## src/rtl/mii_rxc_pkg.sv

```systemverilog
package mii_rxc_pkg;
    typedef enum logic [1:0] {
        ST_IDLE = 2'd0,
        ST_PRE  = 2'd1,
        ST_BODY = 2'd2
    } rx_state_e;

    typedef struct packed {
        logic errored;
        logic fcs;
        logic align;
        logic symbol;
        logic too_long;
        logic missed;
    } rx_events_t;

    localparam logic [3:0]  SFD_NIBBLE = 4'hD;
    localparam logic [31:0] CRC_POLY   = 32'hEDB88320;
    localparam logic [31:0] CRC_GOOD   = 32'hDEBB20E3;
endpackage

```

## src/rtl/mii_nibble_pair.sv

```systemverilog
module mii_nibble_pair (
    input  logic       clk,
    input  logic       rst_n,
    input  logic       clear,
    input  logic       nib_valid,
    input  logic [3:0] nib,
    output logic       octet_vld,
    output logic [7:0] octet,
    output logic       odd
);
    logic [3:0] lo_q;
    logic       half_q;

    always_ff @(posedge clk or negedge rst_n) begin
        if (!rst_n) begin
            lo_q   <= '0;
            half_q <= 1'b0;
        end else if (clear) begin
            half_q <= 1'b0;
        end else if (nib_valid) begin
            if (!half_q) lo_q <= nib;
            half_q <= ~half_q;
        end
    end

    assign octet_vld = nib_valid && half_q && !clear;
    assign octet     = {nib, lo_q};
    assign odd       = half_q;

    // every accepted nibble flips the pairing phase
    a_r1_phase_toggles: assert property (@(posedge clk) disable iff (!rst_n)
        (nib_valid && !clear) |=> (half_q != $past(half_q)));
endmodule

```

## src/rtl/mii_crc32_acc.sv

```systemverilog
module mii_crc32_acc
    import mii_rxc_pkg::*;
(
    input  logic        clk,
    input  logic        rst_n,
    input  logic        init,
    input  logic        en,
    input  logic [7:0]  data,
    output logic [31:0] crc_q
);
    function automatic logic [31:0] step8(input logic [31:0] c, input logic [7:0] d);
        logic [31:0] r;
        r = c ^ {24'd0, d};
        for (int i = 0; i < 8; i++) begin
            r = r[0] ? ((r >> 1) ^ CRC_POLY) : (r >> 1);
        end
        return r;
    endfunction

    always_ff @(posedge clk or negedge rst_n) begin
        if (!rst_n)    crc_q <= '1;
        else if (init) crc_q <= '1;
        else if (en)   crc_q <= step8(crc_q, data);
    end

    // a new frame starts the check from all ones
    a_r1_crc_seeded: assert property (@(posedge clk) disable iff (!rst_n)
        init |=> (crc_q == 32'hFFFF_FFFF));
endmodule

```

## src/rtl/mii_rx_err_classifier.sv

```systemverilog
module mii_rx_err_classifier
    import mii_rxc_pkg::*;
#(
    parameter int MAX_OCTETS = 1518
) (
    input  logic       clk,
    input  logic       rst_n,
    input  logic       rx_dv,
    input  logic       rx_er,
    input  logic       crs,
    input  logic [3:0] rxd,
    input  logic       fifo_ovf,
    output logic       ev_errored,
    output logic       ev_fcs_err,
    output logic       ev_align_err,
    output logic       ev_symbol_err,
    output logic       ev_too_long,
    output logic       ev_missed
);
    localparam int OCT_LIMIT = MAX_OCTETS + 1;
    localparam int OCT_W     = $clog2(OCT_LIMIT + 1);

    rx_state_e  state_q, state_d;
    logic       frame_start, frame_end, body_nib;
    logic       octet_vld, odd;
    logic [7:0] octet;
    logic [31:0] crc_q;
    logic [OCT_W-1:0] oct_cnt_q;
    logic       sym_seen_q, ovf_seen_q;
    rx_events_t ev_d, ev_q;

    always_comb begin
        state_d     = state_q;
        frame_start = 1'b0;
        frame_end   = 1'b0;
        unique case (state_q)
            ST_IDLE: begin
                if (rx_dv && crs) begin
                    if (rxd == SFD_NIBBLE) begin
                        state_d     = ST_BODY;
                        frame_start = 1'b1;
                    end else begin
                        state_d = ST_PRE;
                    end
                end
            end
            ST_PRE: begin
                if (!rx_dv) begin
                    state_d = ST_IDLE;
                end else if (rxd == SFD_NIBBLE) begin
                    state_d     = ST_BODY;
                    frame_start = 1'b1;
                end
            end
            ST_BODY: begin
                if (!rx_dv) begin
                    state_d   = ST_IDLE;
                    frame_end = 1'b1;
                end
            end
            default: state_d = ST_IDLE;
        endcase
    end

    always_ff @(posedge clk or negedge rst_n) begin
        if (!rst_n) state_q <= ST_IDLE;
        else        state_q <= state_d;
    end

    assign body_nib = (state_q == ST_BODY) && rx_dv;

    mii_nibble_pair u_pair (
        .clk       (clk),
        .rst_n     (rst_n),
        .clear     (frame_start),
        .nib_valid (body_nib),
        .nib       (rxd),
        .octet_vld (octet_vld),
        .octet     (octet),
        .odd       (odd)
    );

    mii_crc32_acc u_crc (
        .clk   (clk),
        .rst_n (rst_n),
        .init  (frame_start),
        .en    (octet_vld),
        .data  (octet),
        .crc_q (crc_q)
    );

    always_ff @(posedge clk or negedge rst_n) begin
        if (!rst_n) begin
            oct_cnt_q  <= '0;
            sym_seen_q <= 1'b0;
            ovf_seen_q <= 1'b0;
        end else if (frame_start) begin
            oct_cnt_q  <= '0;
            sym_seen_q <= 1'b0;
            ovf_seen_q <= 1'b0;
        end else begin
            if (octet_vld && (oct_cnt_q < OCT_W'(OCT_LIMIT))) oct_cnt_q <= oct_cnt_q + 1'b1;
            if (body_nib && rx_er)    sym_seen_q <= 1'b1;
            if (body_nib && fifo_ovf) ovf_seen_q <= 1'b1;
        end
    end

    always_comb begin
        logic bad;
        ev_d = '0;
        bad  = (crc_q != CRC_GOOD);
        if (frame_end) begin
            ev_d.fcs      = bad && !odd;
            ev_d.align    = bad && odd;
            ev_d.symbol   = sym_seen_q;
            ev_d.too_long = (oct_cnt_q > OCT_W'(MAX_OCTETS));
            ev_d.missed   = ovf_seen_q;
            ev_d.errored  = bad || sym_seen_q || ovf_seen_q ||
                            (oct_cnt_q > OCT_W'(MAX_OCTETS));
        end
    end

    always_ff @(posedge clk or negedge rst_n) begin
        if (!rst_n) ev_q <= '0;
        else        ev_q <= ev_d;
    end

    assign ev_errored    = ev_q.errored;
    assign ev_fcs_err    = ev_q.fcs;
    assign ev_align_err  = ev_q.align;
    assign ev_symbol_err = ev_q.symbol;
    assign ev_too_long   = ev_q.too_long;
    assign ev_missed     = ev_q.missed;

    // pulses appear only right after a body ends
    a_r2_after_body: assert property (@(posedge clk) disable iff (!rst_n)
        (ev_q != '0) |-> ($past(state_q) == ST_BODY && !$past(rx_dv)));
    // no pulse lasts two cycles
    a_r2_single_cycle: assert property (@(posedge clk) disable iff (!rst_n)
        (ev_q != '0) |=> (ev_q == '0));
    // parity makes the two CRC classes exclusive
    a_r4_fcs_align_excl: assert property (@(posedge clk) disable iff (!rst_n)
        !(ev_fcs_err && ev_align_err));
    // any specific class comes with the summary pulse
    a_r8_summary: assert property (@(posedge clk) disable iff (!rst_n)
        (ev_fcs_err || ev_align_err || ev_symbol_err || ev_too_long || ev_missed) |-> ev_errored);
    // a burst that ends in the preamble yields nothing
    a_r9_preamble_quiet: assert property (@(posedge clk) disable iff (!rst_n)
        ($past(state_q) == ST_PRE) |-> (ev_q == '0));
endmodule

```

## config.mk

```make
export PLATFORM = sky130hd
export DESIGN_NAME = mii_rx_err_classifier
export DESIGN_NICKNAME = d
export VERILOG_FILES = /design/src/rtl/mii_rxc_pkg.sv /design/src/rtl/mii_nibble_pair.sv /design/src/rtl/mii_crc32_acc.sv /design/src/rtl/mii_rx_err_classifier.sv
export SDC_FILE = /design/constraint.sdc
export NUM_CORES = 1
export LEC_CHECK = 0
export BUFFER_PORTS_ARGS = -buffer_cell sky130_fd_sc_hd__buf_2
export CORE_ASPECT_RATIO = 1.4
export CORE_MARGIN = 4
export CORE_UTILIZATION = 55
export DETAILED_ROUTE_END_ITERATION = 8
export GPL_TIMING_DRIVEN = 0
export PLACE_DENSITY = 0.7
export SETUP_SLACK_MARGIN = 0.15
export SLEW_MARGIN = 20
export SYNTH_ARGS = -nofsm -noshare
export SYNTH_HDL_FRONTEND = slang
export SYNTH_SLANG_ARGS = --single-unit
```

## constraint.sdc

```tcl
create_clock -name clk -period 5.8 [get_ports clk]
set_clock_uncertainty 0.05 [all_clocks]
set_input_delay 0.29 -clock clk [delete_from_list [all_inputs] [get_ports clk]]
set_output_delay 0.29 -clock clk [all_outputs]
set_load 0.03 [all_outputs]
```

* Yosys cells after proc, flatten, opt, wreduce, memory -nomap -nowiden
Cells that the tools add are included.
** Storage, ports and cells
- Flip-flop bits (word level) :: 58
- Bits of input ports :: 10
** Cells by class
- Add/subtract/negate cells :: 1
- Order comparisons :: 2
- Equality and inequality tests :: 7
- Muxes and demuxes :: 31
- Bitwise operators :: 11
- Reductions and logical operators :: 22
** Operators by type and width (number)
- $mux 32 :: 10
- $not 13->14 :: 8
- $ne 32x32->1 const B :: 1
- $xor 32x8->32 :: 1
- $mux 11 :: 2
- $add 11x1->11 const B :: 1
- $gt 11x11->1 const B :: 1
- $lt 11x11->1 const B :: 1
- $mux 1 :: 11
- $mux 2 :: 5
- $reduce_bool 2->1 :: 5
- $logic_and 1x1->1 :: 9
- $mux 6 :: 1
- $pmux 2 s3 :: 1
- $reduce_and 3->1 :: 2
- $eq 4x4->1 const B :: 1
- $ne 2x2->1 const B :: 2
- $logic_or 1x1->1 :: 3
- $ne 3x3->1 const B :: 1
- $eq 2x1->1 const B :: 1
- $eq 2x2->1 const B :: 1
- $logic_not 1->1 :: 2
- $logic_not 2->1 :: 1
- $not 1->1 :: 2
- $pmux 1 s2 :: 1

* Longest topological paths before layout
Gate-level depths: netlist (run 1).
- Depth in word-level cells :: 19
- Depth in mapped cells :: 7

* Cells and area by module
Synthesis (run 1) repeated with hierarchy kept, for this count alone.
** Unflattened totals
- Cells, all modules :: 331
- Area total of the unflattened synthesis :: 3463.3 um^2
** Modules (own cells, without submodules)
- mii_crc32_acc :: instances 1, cells each 192, area each 2078.2 um^2, sequential area each 840.8 um^2
- mii_rx_err_classifier :: instances 1, cells each 122, area each 1143.6 um^2, sequential area each 525.5 um^2
- mii_nibble_pair :: instances 1, cells each 17, area each 241.5 um^2, sequential area each 125.1 um^2

* Least setup slack after synthesis (run 1)
Ideal clock, no wire load.
- Path kind :: register to register
- From :: register u_crc.crc_q[0]
- To :: register u_crc.crc_q[18]
- Arrival time :: 1.766 ns
- Slack :: 3.909 ns
- Cell stages (with the launch flop) :: 6
- Buffers on the path :: 0
- Period minus slack after synthesis :: 1.891 ns
- Cell sequence :: dfstp_2 xnor2_4 xnor3_2 xor2_2 xor2_1 a2bb2oi_1
** On the way
- Longest elaborated chain between the ends :: 11
** Ends and longest elaborated chain
- start, declared :: RTL line mii_crc32_acc.sv:9 : output logic [31:0] crc_q
- start signal, assigned :: RTL line mii_crc32_acc.sv:23 : else if (en) crc_q <= step8(crc_q, data);
- $xor 32x8->32 :: RTL line mii_crc32_acc.sv:13 : r = c ^ {24'd0, d};
- $mux 32 (8 in a row) :: RTL line mii_crc32_acc.sv:15 : r = r[0] ? ((r >> 1) ^ CRC_POLY) : (r >> 1);
- $mux 32 :: RTL line mii_crc32_acc.sv:23
- $mux 32 :: RTL line mii_crc32_acc.sv:22 : else if (init) crc_q <= '1;
Every way passes these cells. The select of a mux whose other input is x is not followed.
A chain may end at the register's enable or synchronous reset.

* Worst setup path in the final report (run 1)
- From :: register state_q[1]
- To :: register u_crc.crc_q[23]
** On the way
- Longest elaborated chain between the ends :: 5
- Elaborated cells between the ends (all ways) :: 10
** Ends and longest elaborated chain
- start, declared :: RTL line mii_rx_err_classifier.sv:23 : rx_state_e state_q, state_d;
- start signal, assigned :: RTL line mii_rx_err_classifier.sv:67 : else state_q <= state_d;
- $eq 2x1->1 (tied with other cells) :: RTL line mii_rx_err_classifier.sv:36 : unique case (state_q)
- $pmux 1 s2 or $logic_and 1x1->1 (tied branches) :: RTL line mii_rx_err_classifier.sv:36, mii_rx_err_classifier.sv:70
- $logic_not 1->1 or $logic_and 1x1->1 (tied branches) :: RTL line mii_nibble_pair.sv:26 : assign octet_vld = nib_valid && half_q && !clear;
- $logic_and 1x1->1 :: RTL line mii_nibble_pair.sv:26
- $reduce_bool 2->1 (no source line)
Several ways; a longest one is shown, not always the timed one.

==> results.py, run 1 <==
metrics = {
    "status": {
        "status": "complete, no violations",
    },
    "sta": {
        "min_period_ps": 2120,
        "slew_headroom_pct": 50.9,
        "max_freq_ghz": 0.471,
        "rsz0062_at_grt": "false",
        "slew_violations": 0,
        "hold_viol": 0,
        "setup_viol": 0,
        "fin_crit_sh_pct": 36.6,
        "tns_ps": 0,
        "hold_ws_ps": 142,
        "worst_pin_slew_ps": 736,
    },
    "critical_path": {
        "rrSetupSlack_ps": 3680,
        "crit_start": "state_q[1]$_DFFE_PN0P_",
        "worst_ep_arrival_time_ps": 2300,
        "worst-path-max-fanout": 10,
        "r2r_end": "u_crc.crc_q[23]$_DFFE_PN1P_",
        "cp-end-kind": "flip-flop",
        "crit_type": "reg2reg",
        "cp.required_ps": 5980,
        "rr_startpoint": "state_q[1]$_DFFE_PN0P_",
        "reg2regPathDepth": 5,
        "start_kind": "flip-flop",
        "crit_path_end": "u_crc.crc_q[23]$_DFFE_PN1P_",
    },
    "placed_design": {
        "post-dp-hpwl_um": 4990,
        "port_buffers": 15,
        "dp_cells": 367,
        "gp_congestion": 0.834,
    },
    "synth": {
        "ys.warnings.count": 0,
        "synthCells": 282,
        "synth-seq-cells": 58,
        "synth_most_common_cell": "xnor2_1",
        "yosys-top-cells-area": "dfstp_2 25%, dfrtp_1 19%, xnor2_1 11%",
        "synth.distinct_cells": 48,
        "netlist.area_leader.share_pct": 25.1,
        "synthFlopType": "dfstp_2",
        "synth_edf_count": 0,
        "syn_area_mm2": 0.00336,
        "syn-num-nets": 294,
        "synthTopCellsByCount": "43 x xnor2_1, 32 x dfstp_2, 26 x dfrtp_1",
        "yosys.area.top_type": "dfstp_2",
        "postSynthAreaPerCell_um2": 11.9,
        "synth.yosys.seq_area_share_pct": 44.4,
        "async_flop_share_pct": 100,
    },
    "route": {
        "post-route-drc-count": 0,
        "antenna_left": 0,
        "routedWlPerCell_um": 18.1,
        "drt_iter0_markers": 111,
        "vias": 2224,
        "firstDrtPassIters": 4,
        "drt-total-wl_um": 6960,
        "viasPerCell": 5.79,
    },
    "final_layout": {
        "multi_input_area_mm2": 0.00180,
        "areaGrowthSynthToFinish_pct": 12.7,
        "nNetsFinal": 321,
        "drive_above_1_share_pct": 27.1,
        "final_cells": 384,
        "n_antenna_cell": 0,
        "nFillCells": 469,
        "seq_area_mm2": 0.00149,
    },
    "global_route": {
        "grt.total_usage_pct": 21.1,
        "grt_max_degree": 59,
        "antenna_found_initial": 0,
        "overflow": 0,
        "grt_pass1_wl_um": 11700,
        "grt_pass1_vias": 2295,
    },
    "floorplan": {
        "start_util_pct": 56.8,
        "die-area_mm2": 0.00743,
        "rows": 33,
        "top_level_ports": 16,
        "die_y_um": 100,
        "die_x_um": 74.0,
        "fp.coreArea_mm2": 0.00590,
    },
    "clock_network": {
        "cts_buffers": 9,
        "clkSinkCount": 58,
        "clkSlewWorstSetupHoldPaths_ps": 60,
        "cts_tree": "built",
        "root_buffer": "clkbuf_8",
        "post-cts-setup-buffers": 0,
        "cts_hold_buf": 1,
        "clk_latency_ps": 330,
        "ctsHtreeMaxLevel": 3,
        "cts_buffer_depth": 2,
        "cts_resized": 0,
    },
    "worst_hold_path": {
        "min_path_cells": 2,
        "hold_path.class": "in2reg",
    },
    "pwr": {
        "ir_worst_vdd_mv": 0.284,
        "p_leak_nw": 1.54,
        "power.density_mw_per_mm2": 652,
    },
    "run": {
        "max_cap_violations": 0,
    },
}
-- worst max-delay path, cell delays in order (launching register included) --
cell	delay (ps)
dfrtp_1	390
and3b_1	210
nand2_1	280
clkbuf_1	420
clkbuf_1	480
o211ai_1	180
-- layout make-up --
class | instances | area share (%)
inverter | 4 | 0.397
multi-input combinational | 208 | 47.5
tap | 70 | 2.32
clock inverter | 5 | 2.65
clock buffer | 11 | 4.00
buffer | 12 | 1.36
timing repair buffer | 16 | 2.32
sequential | 58 | 39.4
-- metrics by stage --
step	worst slack [ps]	instance area, um^2	power, mW	util, %
4_1_cts	3670	3780	2.48	64.1
2_1_floorplan	3910	3360	1.78	-
6_report	3680	3780	2.47	64.1
3_3_place_gp	3660	3520	1.98	59.6
5_1_grt	3500	3780	2.62	64.1
3_5_place_dp	3620	3520	1.99	59.6
-- power by group --
group	switching, mW	internal [mW]	leakage, nW
combinational	0.592	0.653	0.718
sequential	0.159	0.598	0.693
clock	0.158	0.307	0.129
-- state kept, by name (all words and copies together) (netlist names) --
name and flops:
ovf_seen_q 1, ev_fcs_err 1, u_pair.odd 1, state_q 2
ev_errored 1, oct_cnt_q 11, sym_seen_q 1, ev_too_long 1
ev_symbol_err 1, u_crc.crc_q 32, ev_align_err 1, ev_missed 1
u_pair.lo_q 4
-- logic make-up after synthesis --
| family | after synthesis | synth area share, % |
|---|---|---|
| mux | 5 | 1.64 |
| fa+ha+maj | 2 | 0.746 |
| simple gates | 66 | 10.5 |
| flops | 58 | 44.4 |
| xor+xnor | 76 | 27.2 |
| compound gates | 59 | 13.5 |
| buf+inv | 16 | 1.98 |
-- cells in the final DEF, fill, tap and decap left out, types with 7 or more instances in the layout --
master,n
dfstp_2,32
clkbuf_8,11
dfrtp_1,26
nor2_1,16
xor2_1,17
o22a_1,7
nand4b_1,7
o211ai_1,10
xnor2_1,43
xnor2_4,10
clkbuf_1,9
nand2_1,18
a2bb2oi_1,15
buf_2,16
-- worst min-delay path by stage --
stage | startpoint | to | slack (ps)
global placement | u_pair.odd$_DFFE_PN0P_ | ev_fcs_err$_DFF_PN0_ | 420
detailed placement | rst_n | oct_cnt_q[9]$_DFFE_PN0P_ | 350
global route | rx_er | sym_seen_q$_DFFE_PN0P_ | 140
finish | rx_er | sym_seen_q$_DFFE_PN0P_ | 140
CTS | rx_er | sym_seen_q$_DFFE_PN0P_ | 130
floorplan | rst_n | ev_align_err$_DFF_PN0_ | -60
-- routing by layer --
metal / track usage [%] / share of wire [%] / vias to the layer above
li1: - / - / 1062
met1: 27.1 / 44 / 1109
met2: 33.9 / 51 / 41
met3: 5.31 / 2.9 / 12
met4: 7.67 / 2.4 / 0
met5: 0 / 0 / -
No activity file was read; power rests on OpenSTA's default activity.
==> run 2: changes to the inputs <==
--- a/config.mk
+++ b/config.mk
@@ -11,7 +11,7 @@
 export CORE_UTILIZATION = 55
 export DETAILED_ROUTE_END_ITERATION = 8
 export GPL_TIMING_DRIVEN = 0
-export PLACE_DENSITY = 0.7
+export PLACE_DENSITY = 0.72
 export SETUP_SLACK_MARGIN = 0.15
 export SLEW_MARGIN = 20
 export SYNTH_ARGS = -nofsm -noshare
==> constraint.sdc (replaced) <==
create_clock -name clk -period 1.9 [get_ports clk]
set_clock_uncertainty 0.05 [all_clocks]
set_input_delay 0.095 -clock clk [delete_from_list [all_inputs] [get_ports clk]]
set_output_delay 0.095 -clock clk [all_outputs]
set_load 0.03 [all_outputs]
==> run 2 against run 1 <==
Net effect: the flow now finishes with violations (negative setup slack); routed wire length rose by 36%; combinational power rose to 5.4 times the previous value; global-route usage rose by 2.9 points; worst setup slack got worse by 3700 ps; cell count rose by 14%; total power rose to 4.2 times the previous value; sequential cell count did not move; count of clock-buffer cells in the layout rose by 1; maximum frequency rose by 11%; critical endpoint is now u_crc.crc_q[25]$_DFFE_PN1P_; sequential share of layout area fell by 7.4 points; first-iteration DRC count rose by 77%; final area rose by 24%.
==> results.py, run 2 (synthesized netlist as in run 1, its figures left out) <==
metrics = {
    "worst_hold_path": {
        "min_path_cells": 2,
        "hold_start": "rxd[3]",
        "hold_path.class": "in2reg",
        "holdPathEnd": "u_pair.lo_q[3]$_DFFE_PN0P_",
    },
    "global_route": {
        "grt_pass1_wl_um": 13200,
        "grt_max_degree": 59,
        "overflow": 0,
        "antenna_found_initial": 0,
        "grt.total_usage_pct": 24.0,
        "grt_pass1_vias": 2606,
    },
    "route": {
        "vias": 2593,
        "post-route-drc-count": 0,
        "firstDrtPassIters": 5,
        "viasPerCell": 5.92,
        "drt-total-wl_um": 9480,
        "antenna_left": 0,
        "routedWlPerCell_um": 21.6,
        "drt_iter0_markers": 197,
    },
    "final_layout": {
        "n_antenna_cell": 0,
        "mostFrequentLayoutCells": "37 x buf_4, 32 x dfstp_2, 26 x xnor2_1",
        "multi_input_area_mm2": 0.00215,
        "largestRegisters": "u_crc.crc_q x32, oct_cnt_q x11, u_pair.lo_q x4",
        "largest_register_ffs": 32,
        "areaGrowthSynthToFinish_pct": 39.2,
        "drive_above_1_share_pct": 50.5,
        "seq_area_mm2": 0.00150,
        "final_cells": 438,
        "layout_commonest_cell": "buf_4",
        "regMostFlops": "u_crc.crc_q",
        "nNetsFinal": 375,
        "nFillCells": 322,
    },
    "sta": {
        "fin_crit_sh_pct": 100,
        "slew_violations": 0,
        "hold_ws_ps": 48.1,
        "rsz0062_at_grt": "true",
        "hold_viol": 0,
        "setup_ws_ps": -8.85,
        "min_period_ps": 1910,
        "setup_viol": 2,
        "slew_headroom_pct": 49.5,
        "max_freq_ghz": 0.524,
        "worst_pin_slew_ps": 757,
    },
    "status": {
        "status": "finished, violations left",
        "violations": "negative setup slack",
    },
    "clock_network": {
        "clkSinkCount": 58,
        "root_buffer": "clkbuf_8",
        "ctsHtreeMaxLevel": 3,
        "cts_buffer_depth": 2,
        "clkSlewWorstSetupHoldPaths_ps": 80,
        "cts_buffers": 9,
        "cts_tree": "built",
        "clk_latency_ps": 340,
    },
    "pwr": {
        "power.density_mw_per_mm2": 2230,
        "ir_worst_vdd_mv": 0.938,
        "p_leak_nw": 1.97,
    },
    "floorplan": {
        "top_level_ports": 16,
        "die_y_um": 100,
        "start_util_pct": 56.8,
        "fp.coreArea_mm2": 0.00590,
        "die_x_um": 74.0,
        "rows": 33,
        "die-area_mm2": 0.00743,
    },
    "critical_path": {
        "reg2regPathDepth": 5,
        "cp.required_ps": 2130,
        "cp-end-kind": "flip-flop",
        "crit_type": "reg2reg",
        "worst_ep_arrival_time_ps": 2130,
        "slowest_delay_ps": 600,
        "critical_path_buf_inv_count": 0,
        "worst-path-max-fanout": 4,
        "crit_start": "u_crc.crc_q[6]$_DFFE_PN1P_",
        "rrSetupSlack_ps": -9,
        "start_kind": "flip-flop",
        "cp_top_family": "XOR/XNOR gates",
        "rr_startpoint": "u_crc.crc_q[6]$_DFFE_PN1P_",
        "r2r_end": "u_crc.crc_q[25]$_DFFE_PN1P_",
        "path_cells": "xnor2_4 -> xnor3_2 -> xor2_2 -> xnor2_1 -> a2bb2oi_1",
        "cp_slowest_cell": "dfstp_2",
    },
    "placed_design": {
        "post-dp-hpwl_um": 5010,
        "port_buffers": 15,
        "dp_cells": 367,
        "gp_congestion": 0.872,
    },
    "run": {
        "max_cap_violations": 0,
    },
}
-- run 2: worst max path at each step --
stage / to / depth (start not counted)
global route: u_crc.crc_q[18]$_DFFE_PN1P_ / 5
finish: u_crc.crc_q[25]$_DFFE_PN1P_ / 5
floorplan: u_crc.crc_q[18]$_DFFE_PN1P_ / 5
detailed placement: u_crc.crc_q[24]$_DFFE_PN1P_ / 5
CTS: u_crc.crc_q[18]$_DFFE_PN1P_ / 5
global placement: u_crc.crc_q[23]$_DFFE_PN1P_ / 5
-- run 2: layout make-up --
class	count	share of cell area [%]
Clock inverter	4	1.55
Inverter	4	0.321
Clock buffer	12	3.54
Tap cell	70	1.87
Buffer	12	1.69
Timing Repair Buffer	70	13.0
Multi-Input combinational cell	208	46.0
Sequential cell	58	32.0
-- run 2: timing repair --
item                                    CTS  global route
hold endpoints to repair                 28             0
hold buffers                              3             0
pin swaps                                24            24
endpoints found under the setup margin   34            45
setup buffers                            35            17
resized for setup                        18            72
-- run 2: worst reg2reg max path, stage by stage (launching register included) --
cell and delay [ps]:
dfstp_2 600, xnor2_4 200, xnor3_2 510, xor2_2 200
xnor2_1 150, a2bb2oi_1 130
-- run 2: through the flow --
step                worst slack [ps]  power (mW)  util [%]  instance area, um^2  setup TNS [ps]
CTS                             42.1        8.54      71.1                 4200               0
global placement                -186        6.04      59.6                 3520           -1960
global route                   -72.6        10.8      79.1                 4670            -173
detailed placement              -210        6.11      59.6                 3520           -2180
finish                         -8.85        10.4      79.1                 4670           -16.5
floorplan                       43.5        5.42         -                 3360               0
-- run 2: where the power goes --
part	switching (mW)	internal [mW]	leakage, nW
clock network	0.532	0.844	0.119
registers	0.538	1.83	0.687
logic	2.98	3.72	1.16
total	4.05	6.39	1.97
-- run 2: layer usage --
metal  track usage (%)  routed length [um]  up-vias  share of wire [%]
met5                 0                   0        -                  0
met4              11.3                 325        0                3.4
met3              4.31                 417       26                4.4
met2              39.4                5110       97                 54
met1              30.0                3620     1300                 38
li1                  -                   -     1170                  -
